**src/rtl/burst_seq.sv**
```systemverilog
module burst_seq #(
  parameter int AW        = 8,
  parameter int DW        = 32,
  parameter int LAT_W     = 3,
  parameter int DEF_LAT   = 2,
  parameter int SEC_WORDS = 64,
  parameter logic [31:0] PROT_WORD = 32'h0000_00A5
) (
  input  logic             clk,
  input  logic             rst_n,
  input  logic             chip_en,
  input  logic             out_en,
  input  logic             adv,
  input  logic [AW-1:0]    addr,
  input  logic             reg_sel,
  input  logic             sec_sel,
  input  logic             cfg_we,
  input  logic [LAT_W+2:0] cfg_wdata,
  output logic [DW-1:0]    dq,
  output logic             dq_oe,
  output logic             dvalid,
  output logic             data_bad,
  output logic             eob_n,
  output logic             eob_oe
);
  localparam int CFG_W = LAT_W + 3;
  localparam logic [CFG_W-1:0] CFG_DEF = {LAT_W'(DEF_LAT), 2'b11, 1'b0};

  typedef enum logic [1:0] {S_IDLE, S_WAIT, S_BURST, S_HOLD} st_t;

  st_t              st;
  logic [CFG_W-1:0] cfg;
  logic [LAT_W-1:0] cnt;
  logic [AW-1:0]    base_q;
  logic [1:0]       len_q;
  logic [2:0]       idx;
  logic             reg_q, sec_q, burst_q;

  function automatic logic [2:0] grp_mask(input logic [1:0] code);
    case (code)
      2'b11:   return 3'd7;
      2'b10:   return 3'd3;
      default: return 3'd1;
    endcase
  endfunction

  wire             start   = chip_en && adv;
  wire [2:0]       m3      = grp_mask(len_q);
  wire [AW-1:0]    m       = AW'(m3);
  wire [LAT_W-1:0] cfg_lat = cfg[CFG_W-1:3];
  wire [LAT_W-1:0] lat_eff = (cfg_lat == '0) ? LAT_W'(1) : cfg_lat;
  wire [AW-1:0]    cur_addr = (base_q & ~m) | ((base_q + AW'(idx)) & m);
  wire [15:0]      a16     = 16'(cur_addr);
  wire             sec_bad = sec_q && (32'(cur_addr) >= SEC_WORDS);
  wire             presenting = (st == S_BURST) || (st == S_HOLD);
  wire             vis     = chip_en && out_en && presenting;
  wire             last    = (st == S_BURST) && (idx == m3);

  logic [31:0] word;
  always_comb begin
    if (reg_q)        word = base_q[0] ? PROT_WORD : 32'(cfg);
    else if (sec_q)   word = sec_bad ? 32'd0 : {16'h5EC0, a16};
    else              word = {~a16, a16};
  end

  always_ff @(posedge clk or negedge rst_n) begin
    if (!rst_n) begin
      st      <= S_IDLE;
      cfg     <= CFG_DEF;
      cnt     <= '0;
      base_q  <= '0;
      len_q   <= 2'b00;
      idx     <= 3'd0;
      reg_q   <= 1'b0;
      sec_q   <= 1'b0;
      burst_q <= 1'b0;
    end else begin
      if (cfg_we) cfg <= cfg_wdata;
      if (start) begin
        base_q  <= addr;
        reg_q   <= reg_sel;
        sec_q   <= sec_sel && !reg_sel;
        len_q   <= cfg[2:1];
        burst_q <= cfg[0] && !reg_sel;
        idx     <= 3'd0;
        cnt     <= lat_eff;
        st      <= reg_sel ? S_HOLD : S_WAIT;
      end else if (!chip_en) begin
        st <= S_IDLE;
      end else begin
        case (st)
          S_WAIT:
            if (cnt == LAT_W'(1)) st <= burst_q ? S_BURST : S_HOLD;
            else cnt <= cnt - LAT_W'(1);
          S_BURST: begin
            idx <= (idx + 3'd1) & m3;
            if (idx == m3 && !out_en) st <= S_IDLE;
          end
          S_HOLD:
            if (!out_en) st <= S_IDLE;
          default: st <= S_IDLE;
        endcase
      end
    end
  end

  assign dq_oe    = vis;
  assign dvalid   = vis;
  assign dq       = vis ? DW'(word) : '0;
  assign data_bad = vis && sec_bad;
  assign eob_oe   = chip_en && out_en && (st != S_IDLE);
  assign eob_n    = !last;

  p_bus_needs_oe_r8: assert property (@(posedge clk) disable iff (!rst_n)
    !out_en |-> (!dq_oe && !eob_oe && !dvalid));

  p_ce_release_r7: assert property (@(posedge clk) disable iff (!rst_n)
    !chip_en |-> (!dq_oe && !eob_oe));

  p_eob_on_word_r5: assert property (@(posedge clk) disable iff (!rst_n)
    (eob_oe && !eob_n) |-> dvalid);

  p_wrap_to_start_r4: assert property (@(posedge clk) disable iff (!rst_n)
    (st == S_BURST && !eob_n && chip_en && out_en && !adv) |=> (cur_addr == base_q));

  p_linear_step_r3: assert property (@(posedge clk) disable iff (!rst_n)
    (st == S_BURST && $past(st) == S_BURST && !$past(start)) |->
      ((((cur_addr - $past(cur_addr)) & m) == AW'(1)) &&
       ((cur_addr & ~m) == ($past(cur_addr) & ~m))));

  p_hold_stable_r10: assert property (@(posedge clk) disable iff (!rst_n)
    (st == S_HOLD && $past(st) == S_HOLD && !$past(start) && !$past(cfg_we) && vis)
      |-> $stable(dq));
endmodule

```
**config.mk**
```make
export PLATFORM = sky130hd
export DESIGN_NAME = burst_seq
export DESIGN_NICKNAME = d
export VERILOG_FILES = /design/src/rtl/burst_seq.sv
export SDC_FILE = /design/constraint.sdc
export NUM_CORES = 1
export LEC_CHECK = 0
export ABC_AREA = 1
export BUFFER_PORTS_ARGS = -buffer_cell sky130_fd_sc_hd__buf_2
export CAP_MARGIN = 20
export CORE_AREA = 2 2 61 63
export CTS_CLUSTER_SIZE = 40
export DETAILED_ROUTE_END_ITERATION = 8
export DIE_AREA = 0 0 63 65
export GPL_ROUTABILITY_DRIVEN = 0
export PLACE_DENSITY = 0.77
export SYNTH_ARGS = -nofsm -noshare
export SYNTH_HDL_FRONTEND = slang
export SYNTH_SLANG_ARGS = --single-unit
export TNS_END_PERCENT = 50
```
**constraint.sdc**
```tcl
create_clock -name clk -period 2.9 [get_ports clk]
set_input_delay 0.87 -clock clk [delete_from_list [all_inputs] [get_ports clk]]
set_output_delay 0.87 -clock clk [all_outputs]
set_load 0.02 [all_outputs]
```
==> results.sh, run 1 <==
export IMPL_slew_viol_final=0
export IMPL_power_mw=0.981
export IMPL_overflow=0
export IMPL_crit_path_max_fanout=2
export IMPL_hold_viol_final=0
export IMPL_antenna_found_initial=0
export IMPL_seq_area_frac_synth_pct=41.8
export IMPL_via_count=1493
export IMPL_start_util_pct=46.5
export IMPL_ctsHtreeMaxLevel=1
export IMPL_p_comb_share_pct=33.4
export IMPL_grt_pass1_vias=1397
export IMPL_ys_ff_latch=27
export IMPL_worstPathArrival_ps=2030
export IMPL_first_pass_iters=4
export IMPL_row_count=22
export IMPL_clk_pin_slew_ps=160
export IMPL_instances_no_fill=317
export IMPL_period_minus_slack_ps=2900
export IMPL_fmax_mhz=345
export IMPL_grt_pass1_wl_mm=6.19
export IMPL_cts_buffers=3
export IMPL_rrSetupSlack_ps=1600
export IMPL_switching_share_pct=37.0
export IMPL_min_path_type="primary input to asynchronous set/reset pin"
export IMPL_first_iter_violations=40
export IMPL_cp_common_cell="a21oi_2"
export IMPL_remaining_drc_errors=0
export IMPL_ys_flop_type="dfrtp_1"
export IMPL_cp_required_ps=2030
export IMPL_peakVddDrop_mv=0.396
export IMPL_clockRootBuffer="clkbuf_4"
export IMPL_post_drt_via_cell_ratio=4.71
export IMPL_reg2reg_depth=6
export IMPL_slowest_stage="dfrtp_1"
export IMPL_dp_hpwl_mm=2.78
export IMPL_synth_warnings=0
export IMPL_slew_headroom_pct=59.7
export IMPL_multiInputGateArea_sq_um=769
export IMPL_avgRoutedWirePerCell_microns=11.5
export IMPL_grt_setup_unrepaired="yes"
export IMPL_critPathLaunchType="flip-flop"
export IMPL_crit_chain="ha_1 -> inv_1 -> fa_2 -> a21oi_2 -> o21ai_2 -> xnor2_2 -> nand2_1 -> a21oi_2 -> buf_4"
export IMPL_synth_top_area_share_pct=37.0
export IMPL_cts_tree="yes"
export IMPL_status="complete, but fails checks"
export IMPL_synth_area_leader_cell="dfrtp_1"
export IMPL_async_reset_ff_share_pct=100
export IMPL_netlist_area_sq_um=1630
export IMPL_portBuffers=50
export IMPL_cpPeakStageDelay_ps=410
export IMPL_layout_common_cells="60 x nand2_1, 45 x buf_2, 26 x o21ai_0"
export IMPL_violations="negative setup slack"
export IMPL_ant_nets=0
export IMPL_power_density_nw_per_um2=500
export IMPL_die_h_microns=65
export IMPL_worstSetupEndpointType="output pin"
export IMPL_layout_drive_gt1_share_pct=29.0
export IMPL_clkPwrFrac_pct=16.8
export IMPL_leakage_nw=1.08
export IMPL_seq_area_sq_um=679
export IMPL_fin_nets=297
export IMPL_core_area_sq_um=3500
export IMPL_p_seq_share_pct=49.8
export IMPL_reg2reg_to="cnt[0]"
export IMPL_ctsLongestPathBuffers=2
export IMPL_fin_ws_ps=-1.22
export IMPL_io_pins=59
export IMPL_synthDistinctLibCells=24
export IMPL_switching_power_mw=0.362
export IMPL_crit_type="flip-flop to output pin"
export IMPL_finClkSkew_ps=14.0
export IMPL_worst_slew_pin_slew_ps=604
export IMPL_post_synth_main_area_contributors="dfrtp_1 37%, nand2_1 14%, o21ai_0 8.9%"
export IMPL_dp_cells=311
export IMPL_insertedDiodeCount=0
export IMPL_routed_wl_mm=3.63
export IMPL_fillers=351
export IMPL_min_period_over_period_pct=100
export IMPL_cts_sinks=27
export IMPL_synth_cells=220
export IMPL_setup_viol=1
export IMPL_timing_rr_start="cnt[0]"
export IMPL_dieArea_sq_um=4100
export IMPL_die_x_microns=63
export IMPL_fin_setup_tns_ps=-1.22
export IMPL_layout_commonest_cell="nand2_1"
export IMPL_clkLatencyLatePin_ps=320
export IMPL_internal_power_mw=0.618
export IMPL_grt_max_degree=28
export IMPL_area_delta_synth_final_pct=20.6
export IMPL_drv_cap=0
export IMPL_grtUsageTotal_pct=18.7
export IMPL_syn_avg_cell_area_sq_um=7.39
export IMPL_timing_hold_ws_ps=524
export IMPL_synth_edf_count=0
==> logic make-up (layout without fill, tap and decap cells) <==
kind of cell	Yosys count	after routing	synth area share (%)
AO/OA/AOI/OAI	44	44	14.2
buffers and inverters	46	88	14.4
other	1	8	0.231
AND/OR/NAND/NOR	96	96	24.5
flip-flops	27	27	41.8
adder cells (fa/ha/maj)	5	5	4.31
XOR/XNOR	1	1	0.539
==> flip-flops by register name, indices dropped and copies added, names as in the netlist <==
signal / cells
reg_q: 1
cnt: 3
base_q: 8
cfg: 6
st: 2
len_q: 2
idx: 3
sec_q: 1
burst_q: 1
==> power groups by stage <==
stage	Clock, mW	Combinational, mW	Sequential, mW
floorplan	0	0.224	0.485
global placement	0	0.301	0.493
detailed placement	0	0.309	0.496
CTS	0.169	0.323	0.487
global route	0.183	0.377	0.496
finish	0.165	0.328	0.488
==> worst max-delay path, delay by kind of cell (launching register included) <==
kind,cells,cell delay [ps]
DFF,1,410
adders and majority gates,2,500
and+or+nand+nor,1,90
buffers and inverters,2,200
xor gates and xnor gates,1,150
AOI/OAI and AO/OA,3,370
==> layout make-up <==
class                      instances  area share [%]
multi-input combinational        154            39.3
sequential                        27            34.7
tap                               48            3.07
inverter                          27            5.30
clock buffer                       3            1.15
timing repair buffer              57            16.3
clock inverter                     1           0.255
==> what timing repair did <==
item                                    in CTS  in global routing
hold buffers                                 0                  0
setup buffers                                2                  0
pin swaps                                    3                  3
hold endpoints to repair                     0                  0
endpoints found under the setup margin       2                  6
gates resized for setup                      6                 12
==> routing by layer <==
layer	track usage, %	share of wire (%)
met3	1.56	5.1
met2	32.4	50
met1	25.0	43
met5	0	0
met4	5.56	1.5
==> synth_stat cells (2+ instances only) <==
library cell  instances
inv_1                25
nand3_1               8
nand2_2               3
buf_4                16
ha_1                  4
clkbuf_1              2
nor2_1               20
nand2_1              61
dfrtp_1              24
a21oi_1              10
dfstp_2               3
o21ai_0              29
a31oi_1               2
nor2_4                2
inv_2                 2
==> stage by stage <==
stage	instance area, sq um	setup slack [ps]	util [%]
floorplan	1650	195	-
global placement	1870	150	53.4
detailed placement	1870	142	53.4
CTS	1920	-11.2	55.0
global route	1960	-119	56.0
finish	1960	-1.22	56.0
==> worst max-delay path by stage <==
stage / startpoint / endpoint / slack [ps] / cells after the start
finish: idx[0] / dq[2] / -1 / 9
global route: idx[0] / dq[2] / -120 / 9
CTS: idx[0] / dq[2] / -10 / 9
detailed placement: chip_en / dq[17] / 140 / 8
global placement: chip_en / dq[1] / 150 / 10
floorplan: out_en / dq[29] / 200 / 7
Note: power is estimated with default switching activity, not from simulation.
==> run 2, diff against run 1 <==
==> config.mk (replaced) <==
export PLATFORM = sky130hd
export DESIGN_NAME = burst_seq
export DESIGN_NICKNAME = d
export VERILOG_FILES = /design/src/rtl/burst_seq.sv
export SDC_FILE = /design/constraint.sdc
export NUM_CORES = 1
export LEC_CHECK = 0
export BUFFER_PORTS_ARGS = -buffer_cell sky130_fd_sc_hd__buf_2
export CAP_MARGIN = 20
export CORE_AREA = 2 2 62 64
export CTS_CLUSTER_SIZE = 40
export DETAILED_ROUTE_END_ITERATION = 8
export DIE_AREA = 0 0 64 66
export GPL_ROUTABILITY_DRIVEN = 0
export PLACE_DENSITY = 0.78
export SYNTH_ARGS = -nofsm -noshare
export SYNTH_HDL_FRONTEND = slang
export SYNTH_SLANG_ARGS = --single-unit
export TNS_END_PERCENT = 50
==> run 2 against run 1 <==
Effect of this change: the flow still finishes with violations (negative setup slack); critical path type unchanged; highest routed layer unchanged; final cell count is 10% lower; register-to-register slack worse by 140 ps; fmax is 2.0% lower; wire length is 1.7% lower; largest power group unchanged; design area is 2.5% higher; sequential share of layout area is 0.78 points lower; synthesized cell count is 12% lower.
==> results.sh, run 2 <==
export IMPL_status="complete, but fails checks"
export IMPL_violations="negative setup slack"
export IMPL_crit_family="adder cells"
export IMPL_slew_viol_final=0
export IMPL_async_reset_ff_share_pct=100
export IMPL_leakage_nw=1.03
export IMPL_grt_max_degree=28
export IMPL_reg2reg_depth=5
export IMPL_min_path_type="flip-flop to flip-flop"
export IMPL_timing_hold_ws_ps=514
export IMPL_fmax_mhz=338
export IMPL_crit_type="flip-flop to output pin"
export IMPL_ys_flop_type="dfrtp_1"
export IMPL_ctsLongestPathBuffers=2
export IMPL_finClkSkew_ps=5.66
export IMPL_avgRoutedWirePerCell_microns=12.5
export IMPL_overflow=0
export IMPL_cpPeakStageDelay_ps=420
export IMPL_first_pass_iters=4
export IMPL_cts_tree="yes"
export IMPL_ctsHtreeMaxLevel=1
export IMPL_first_iter_violations=35
export IMPL_synth_top_area_share_pct=34.6
export IMPL_fin_nets=265
export IMPL_synth_edf_count=0
export IMPL_worstSetupEndpointType="output pin"
export IMPL_crit_buf_inv=2
export IMPL_syn_avg_cell_area_sq_um=8.95
export IMPL_drv_cap=0
export IMPL_grt_pass1_vias=1340
export IMPL_regMostFlops="base_q"
export IMPL_start_util_pct=48.9
export IMPL_row_count=22
export IMPL_fin_setup_tns_ps=-60.4
export IMPL_netlist_area_sq_um=1740
export IMPL_synth_area_leader_cell="dfrtp_1"
export IMPL_crit_chain="ha_1 -> inv_1 -> fa_2 -> mux2i_1 -> nand3b_1 -> a21oi_2 -> buf_6"
export IMPL_clockRootBuffer="clkbuf_4"
export IMPL_period_minus_slack_ps=2960
export IMPL_grt_pass1_wl_mm=5.93
export IMPL_layout_common_cells="47 x buf_2, 43 x nand2_1, 23 x dfrtp_1"
export IMPL_cts_sinks=27
export IMPL_synth_warnings=0
export IMPL_stdcell_area_sq_um=2010
export IMPL_crit_path_max_fanout=2
export IMPL_via_count=1407
export IMPL_hold_depth=2
export IMPL_layout_drive_gt1_share_pct=34.2
export IMPL_dp_hpwl_mm=2.72
export IMPL_antenna_found_initial=0
export IMPL_synthDistinctLibCells=44
export IMPL_worst_slew_pin_slew_ps=661
export IMPL_die_h_microns=66
export IMPL_io_pins=59
export IMPL_cts_buffers=3
export IMPL_switching_power_mw=0.314
export IMPL_layout_commonest_cell="buf_2"
export IMPL_grtUsageTotal_pct=18.1
export IMPL_seq_area_frac_synth_pct=39.1
export IMPL_cp_required_ps=2030
export IMPL_ant_nets=0
export IMPL_reg2reg_to="cnt[1]"
export IMPL_peakVddDrop_mv=0.241
export IMPL_largest_reg_flops=8
export IMPL_routed_wl_mm=3.57
export IMPL_power_mw=0.923
export IMPL_yosysMostFrequentCell="nand2_1"
export IMPL_place_area_sq_um=1920
export IMPL_p_comb_share_pct=29.2
export IMPL_min_from="burst_q"
export IMPL_clkPwrFrac_pct=17.9
export IMPL_portBuffers=50
export IMPL_ys_ff_latch=27
export IMPL_setup_viol=1
export IMPL_post_drt_via_cell_ratio=4.94
export IMPL_clkLatencyLatePin_ps=330
export IMPL_rrSetupSlack_ps=1460
export IMPL_post_synth_main_area_contributors="dfrtp_1 35%, nand2_1 9.3%, buf_4 7.8%"
export IMPL_fin_ws_ps=-60.4
export IMPL_min_period_over_period_pct=102
export IMPL_insertedDiodeCount=0
export IMPL_fin_util_pct=56.6
export IMPL_slowest_stage="dfrtp_1"
export IMPL_fillers=343
export IMPL_p_seq_share_pct=52.8
export IMPL_ys_top_cells_by_count="43 x nand2_1, 24 x dfrtp_1, 18 x buf_4, 16 x nor2_1, 12 x inv_1"
export IMPL_dieArea_sq_um=4220
export IMPL_core_area_sq_um=3550
export IMPL_area_delta_synth_final_pct=15.6
export IMPL_internal_power_mw=0.609
export IMPL_switching_share_pct=34.0
export IMPL_hold_path_endpoint="burst_q"
export IMPL_remaining_drc_errors=0
export IMPL_timing_rr_start="cnt[0]"
export IMPL_power_density_nw_per_um2=460
export IMPL_die_x_microns=64
export IMPL_clk_pin_slew_ps=140
export IMPL_worstPathArrival_ps=2090
export IMPL_hold_viol_final=0
export IMPL_grt_setup_unrepaired="yes"
export IMPL_reg_top3="base_q: 8 flops, cfg: 6 flops"
export IMPL_critPathLaunchType="flip-flop"
export IMPL_synth_cells=194
export IMPL_slew_headroom_pct=55.9
-- run 2: how the worst max path moves through the flow --
stage	from	end	slack [ps]	cells past startpoint
after floorplan	chip_en	dq[23]	30	3
after global placement	out_en	dq[18]	120	7
after detailed placement	out_en	dq[18]	40	7
after CTS	base_q[0]	dq[1]	-20	7
after global routing	base_q[0]	dq[1]	-150	7
final	base_q[0]	dq[1]	-60	7
-- run 2: area by class of cell --
type,instances,area (sq um),area share (%)
Sequential cell,27,681,33.9
Tap cell,48,60.1,2.99
Clock buffer,4,26.3,1.31
Inverter,12,45.0,2.24
Multi-Input combinational cell,138,886,44.1
Timing Repair Buffer,56,310,15.5
-- run 2: stage by stage --
step | setup slack (ps) | instances
after detailed placement | 41.9 | 278
after floorplan | 30.1 | 201
after global placement | 124 | 278
final | -60.4 | 285
after global routing | -147 | 285
after CTS | -22.4 | 284
-- run 2: worst min-delay path: stages, from the launching register on --
cell and delay (ps):
dfrtp_1 370, nand2_1 60, o31ai_1 60
-- run 2: routing by layer --
layer | share of wire, % | up-vias | track usage [%]
met1 | 46 | 658 | 22.2
met3 | 4.8 | 5 | 2.39
met2 | 48 | 43 | 32.2
li1 | - | 701 | -
met4 | 1.5 | 0 | 7.34
met5 | 0 | - | 0
-- run 2: kinds of logic after synthesis --
| group | count (synthesis) | share of synthesized area (%) |
|---|---|---|
| buf+inv | 36 | 12.8 |
| compound gates | 31 | 12.7 |
| simple gates | 80 | 22.9 |
| other cells | 1 | 0.216 |
| xor+xnor | 6 | 3.03 |
| flops | 27 | 39.1 |
| fa+ha+maj | 5 | 4.03 |
| mux | 8 | 5.26 |
-- run 2: power groups by stage --
| stage | logic, mW | registers [mW] | clock network (mW) |
|---|---|---|---|
| after CTS | 0.268 | 0.486 | 0.168 |
| after floorplan | 0.226 | 0.474 | 0 |
| after global placement | 0.250 | 0.495 | 0 |
| after detailed placement | 0.256 | 0.497 | 0 |
| final | 0.270 | 0.488 | 0.166 |
| after global routing | 0.303 | 0.496 | 0.187 |
-- run 2: timing repair --
item,CTS,global route
pin swaps,3,3
resized for setup,5,6
hold endpoints to repair,0,0
buffers inserted,2,1
hold buffers,0,0
endpoints found under the setup margin,3,14
cloned,0,0
==> run 3, diff against run 2 <==
--- a/config.mk
+++ b/config.mk
@@ -12,7 +12,9 @@
 export DETAILED_ROUTE_END_ITERATION = 8
 export DIE_AREA = 0 0 64 66
 export GPL_ROUTABILITY_DRIVEN = 0
+export GPL_TIMING_DRIVEN = 0
 export PLACE_DENSITY = 0.78
+export SETUP_SLACK_MARGIN = 0.4
 export SYNTH_ARGS = -nofsm -noshare
 export SYNTH_HDL_FRONTEND = slang
 export SYNTH_SLANG_ARGS = --single-unit
==> run 3 against run 2 <==
Effect of this change: the run still ends with negative setup slack left; non-clock buffer count increased by 28; register-to-register slack hardly changed; sequential share of layout area decreased by 6.1 points; core utilization rose by 13 points; global-route usage grew 3.1 points; critical endpoint unchanged; largest power group unchanged.
==> results.sh, run 3 (synthesis gave the netlist of run 2 again) <==
export IMPL_row_count=22
export IMPL_worst_slew_pin_slew_ps=621
export IMPL_insertedDiodeCount=0
export IMPL_power_density_nw_per_um2=416
export IMPL_fin_setup_tns_ps=-90.3
export IMPL_worstSetupEndpointType="output pin"
export IMPL_timing_rr_start="cnt[0]"
export IMPL_overflow=0
export IMPL_setup_viol=4
export IMPL_violations="negative setup slack"
export IMPL_hold_viol_final=0
export IMPL_routed_wl_mm=4.33
export IMPL_grt_max_degree=28
export IMPL_grt_setup_unrepaired="yes"
export IMPL_min_from="burst_q"
export IMPL_critPathLaunchType="flip-flop"
export IMPL_grtUsageTotal_pct=21.2
export IMPL_dp_hpwl_mm=2.76
export IMPL_ctsHtreeMaxLevel=1
export IMPL_reg2reg_to="cnt[1]"
export IMPL_fin_nets=293
export IMPL_slew_headroom_pct=58.6
export IMPL_peakVddDrop_mv=0.186
export IMPL_cts_sinks=27
export IMPL_dieArea_sq_um=4220
export IMPL_regMostFlops="base_q"
export IMPL_clk_pin_slew_ps=150
export IMPL_largest_reg_flops=8
export IMPL_preCtsSetupSlack_ps=157
export IMPL_cts_buffers=3
export IMPL_die_h_microns=66
export IMPL_power_mw=1.02
export IMPL_reg_top3="base_q: 8 flops, cfg: 6 flops"
export IMPL_start_util_pct=48.9
export IMPL_finClkSkew_ps=2.32
export IMPL_min_period_over_period_pct=102
export IMPL_period_minus_slack_ps=2950
export IMPL_layout_common_cells="41 x nand2_1, 32 x buf_2, 30 x buf_4"
export IMPL_layout_commonest_cell="nand2_1"
export IMPL_first_pass_iters=4
export IMPL_leakage_nw=1.21
export IMPL_area_delta_synth_final_pct=41.6
export IMPL_layout_drive_gt1_share_pct=47.9
export IMPL_drv_cap=0
export IMPL_worstPathArrival_ps=2080
export IMPL_die_x_microns=64
export IMPL_fin_util_pct=69.3
export IMPL_crit_start="idx[0]"
export IMPL_post_drt_via_cell_ratio=5.01
export IMPL_reg2reg_depth=5
export IMPL_io_pins=59
export IMPL_min_path_type="flip-flop to flip-flop"
export IMPL_status="complete, but fails checks"
export IMPL_fmax_mhz=339
export IMPL_grt_pass1_wl_mm=6.91
export IMPL_antenna_found_initial=0
export IMPL_holdBufCountCts=0
export IMPL_remaining_drc_errors=0
export IMPL_ant_nets=0
export IMPL_cp_required_ps=2030
export IMPL_clockRootBuffer="clkbuf_4"
export IMPL_via_count=1568
export IMPL_rrSetupSlack_ps=1450
export IMPL_fin_ws_ps=-45.8
export IMPL_crit_type="flip-flop to output pin"
export IMPL_ctsLongestPathBuffers=2
export IMPL_crit_path_max_fanout=2
export IMPL_cts_tree="yes"
export IMPL_first_iter_violations=73
export IMPL_core_area_sq_um=3550
export IMPL_clkLatencyLatePin_ps=340
export IMPL_portBuffers=48
export IMPL_avgRoutedWirePerCell_microns=13.8
export IMPL_grt_pass1_vias=1516
export IMPL_slew_viol_final=0
export IMPL_endpoint="dq[1]"
## run 3: cell types whose count changed in the layout (fill, tap and decap cells not counted), sizes merged
cell	previous run	this run
clkbuf	4	6
buf	56	82
## run 3: layer usage
layer / global-route usage (%) / vias up / part of all wire (%)
met5: 0 / - / 0
met3: 2.73 / 11 / 5.8
met1: 26.6 / 731 / 42
met4: 10.3 / 0 / 2.9
li1: - / 763 / -
met2: 36.3 / 63 / 49
## run 3: per-stage QoR
stage | std cells | area [sq um] | hold slack, ps
6_report | 313 | 2460 | 509
5_1_grt | 313 | 2460 | 541
4_1_cts | 309 | 2350 | 511
3_5_place_dp | 297 | 2140 | 479
3_3_place_gp | 297 | 2140 | 465
2_1_floorplan | 201 | 1840 | 450
## run 3: worst min path at each step
| stage | end | slack (ps) | cells past startpoint |
|---|---|---|---|
| after floorplan | burst_q | 450 | 2 |
| after global placement | burst_q | 470 | 2 |
| after detailed placement | burst_q | 480 | 2 |
| after CTS | burst_q | 510 | 2 |
| after global routing | len_q[1] | 540 | 2 |
| final | burst_q | 510 | 2 |
## run 3: critical path: stages (launching register included)
cell and delay (ps):
dfrtp_1 420, ha_1 180, inv_1 70, fa_2 430, mux2i_2 190, nand3b_1 120, a21oi_2 180, buf_6 140
## run 3: final cells by class
cell class	instances	area, sq um
tap	48	60.1
buffer	24	214
timing repair buffer	60	430
inverter	12	57.6
clock buffer	4	26.3
fill	258	1090
multi-input combinational	138	988
sequential	27	683
## run 3: power by group
part,internal (mW),switching (mW),leakage [nW]
clock network,0.0542,0.118,0.0150
registers,0.431,0.0524,0.328
logic,0.177,0.190,0.866
## run 3: repair_timing
item | in CTS | in global routing
setup buffers | 8 | 4
setup endpoints to repair | 18 | 26
resized for setup | 36 | 23
endpoints found under the hold margin | 0 | 0
pin swaps | 9 | 6
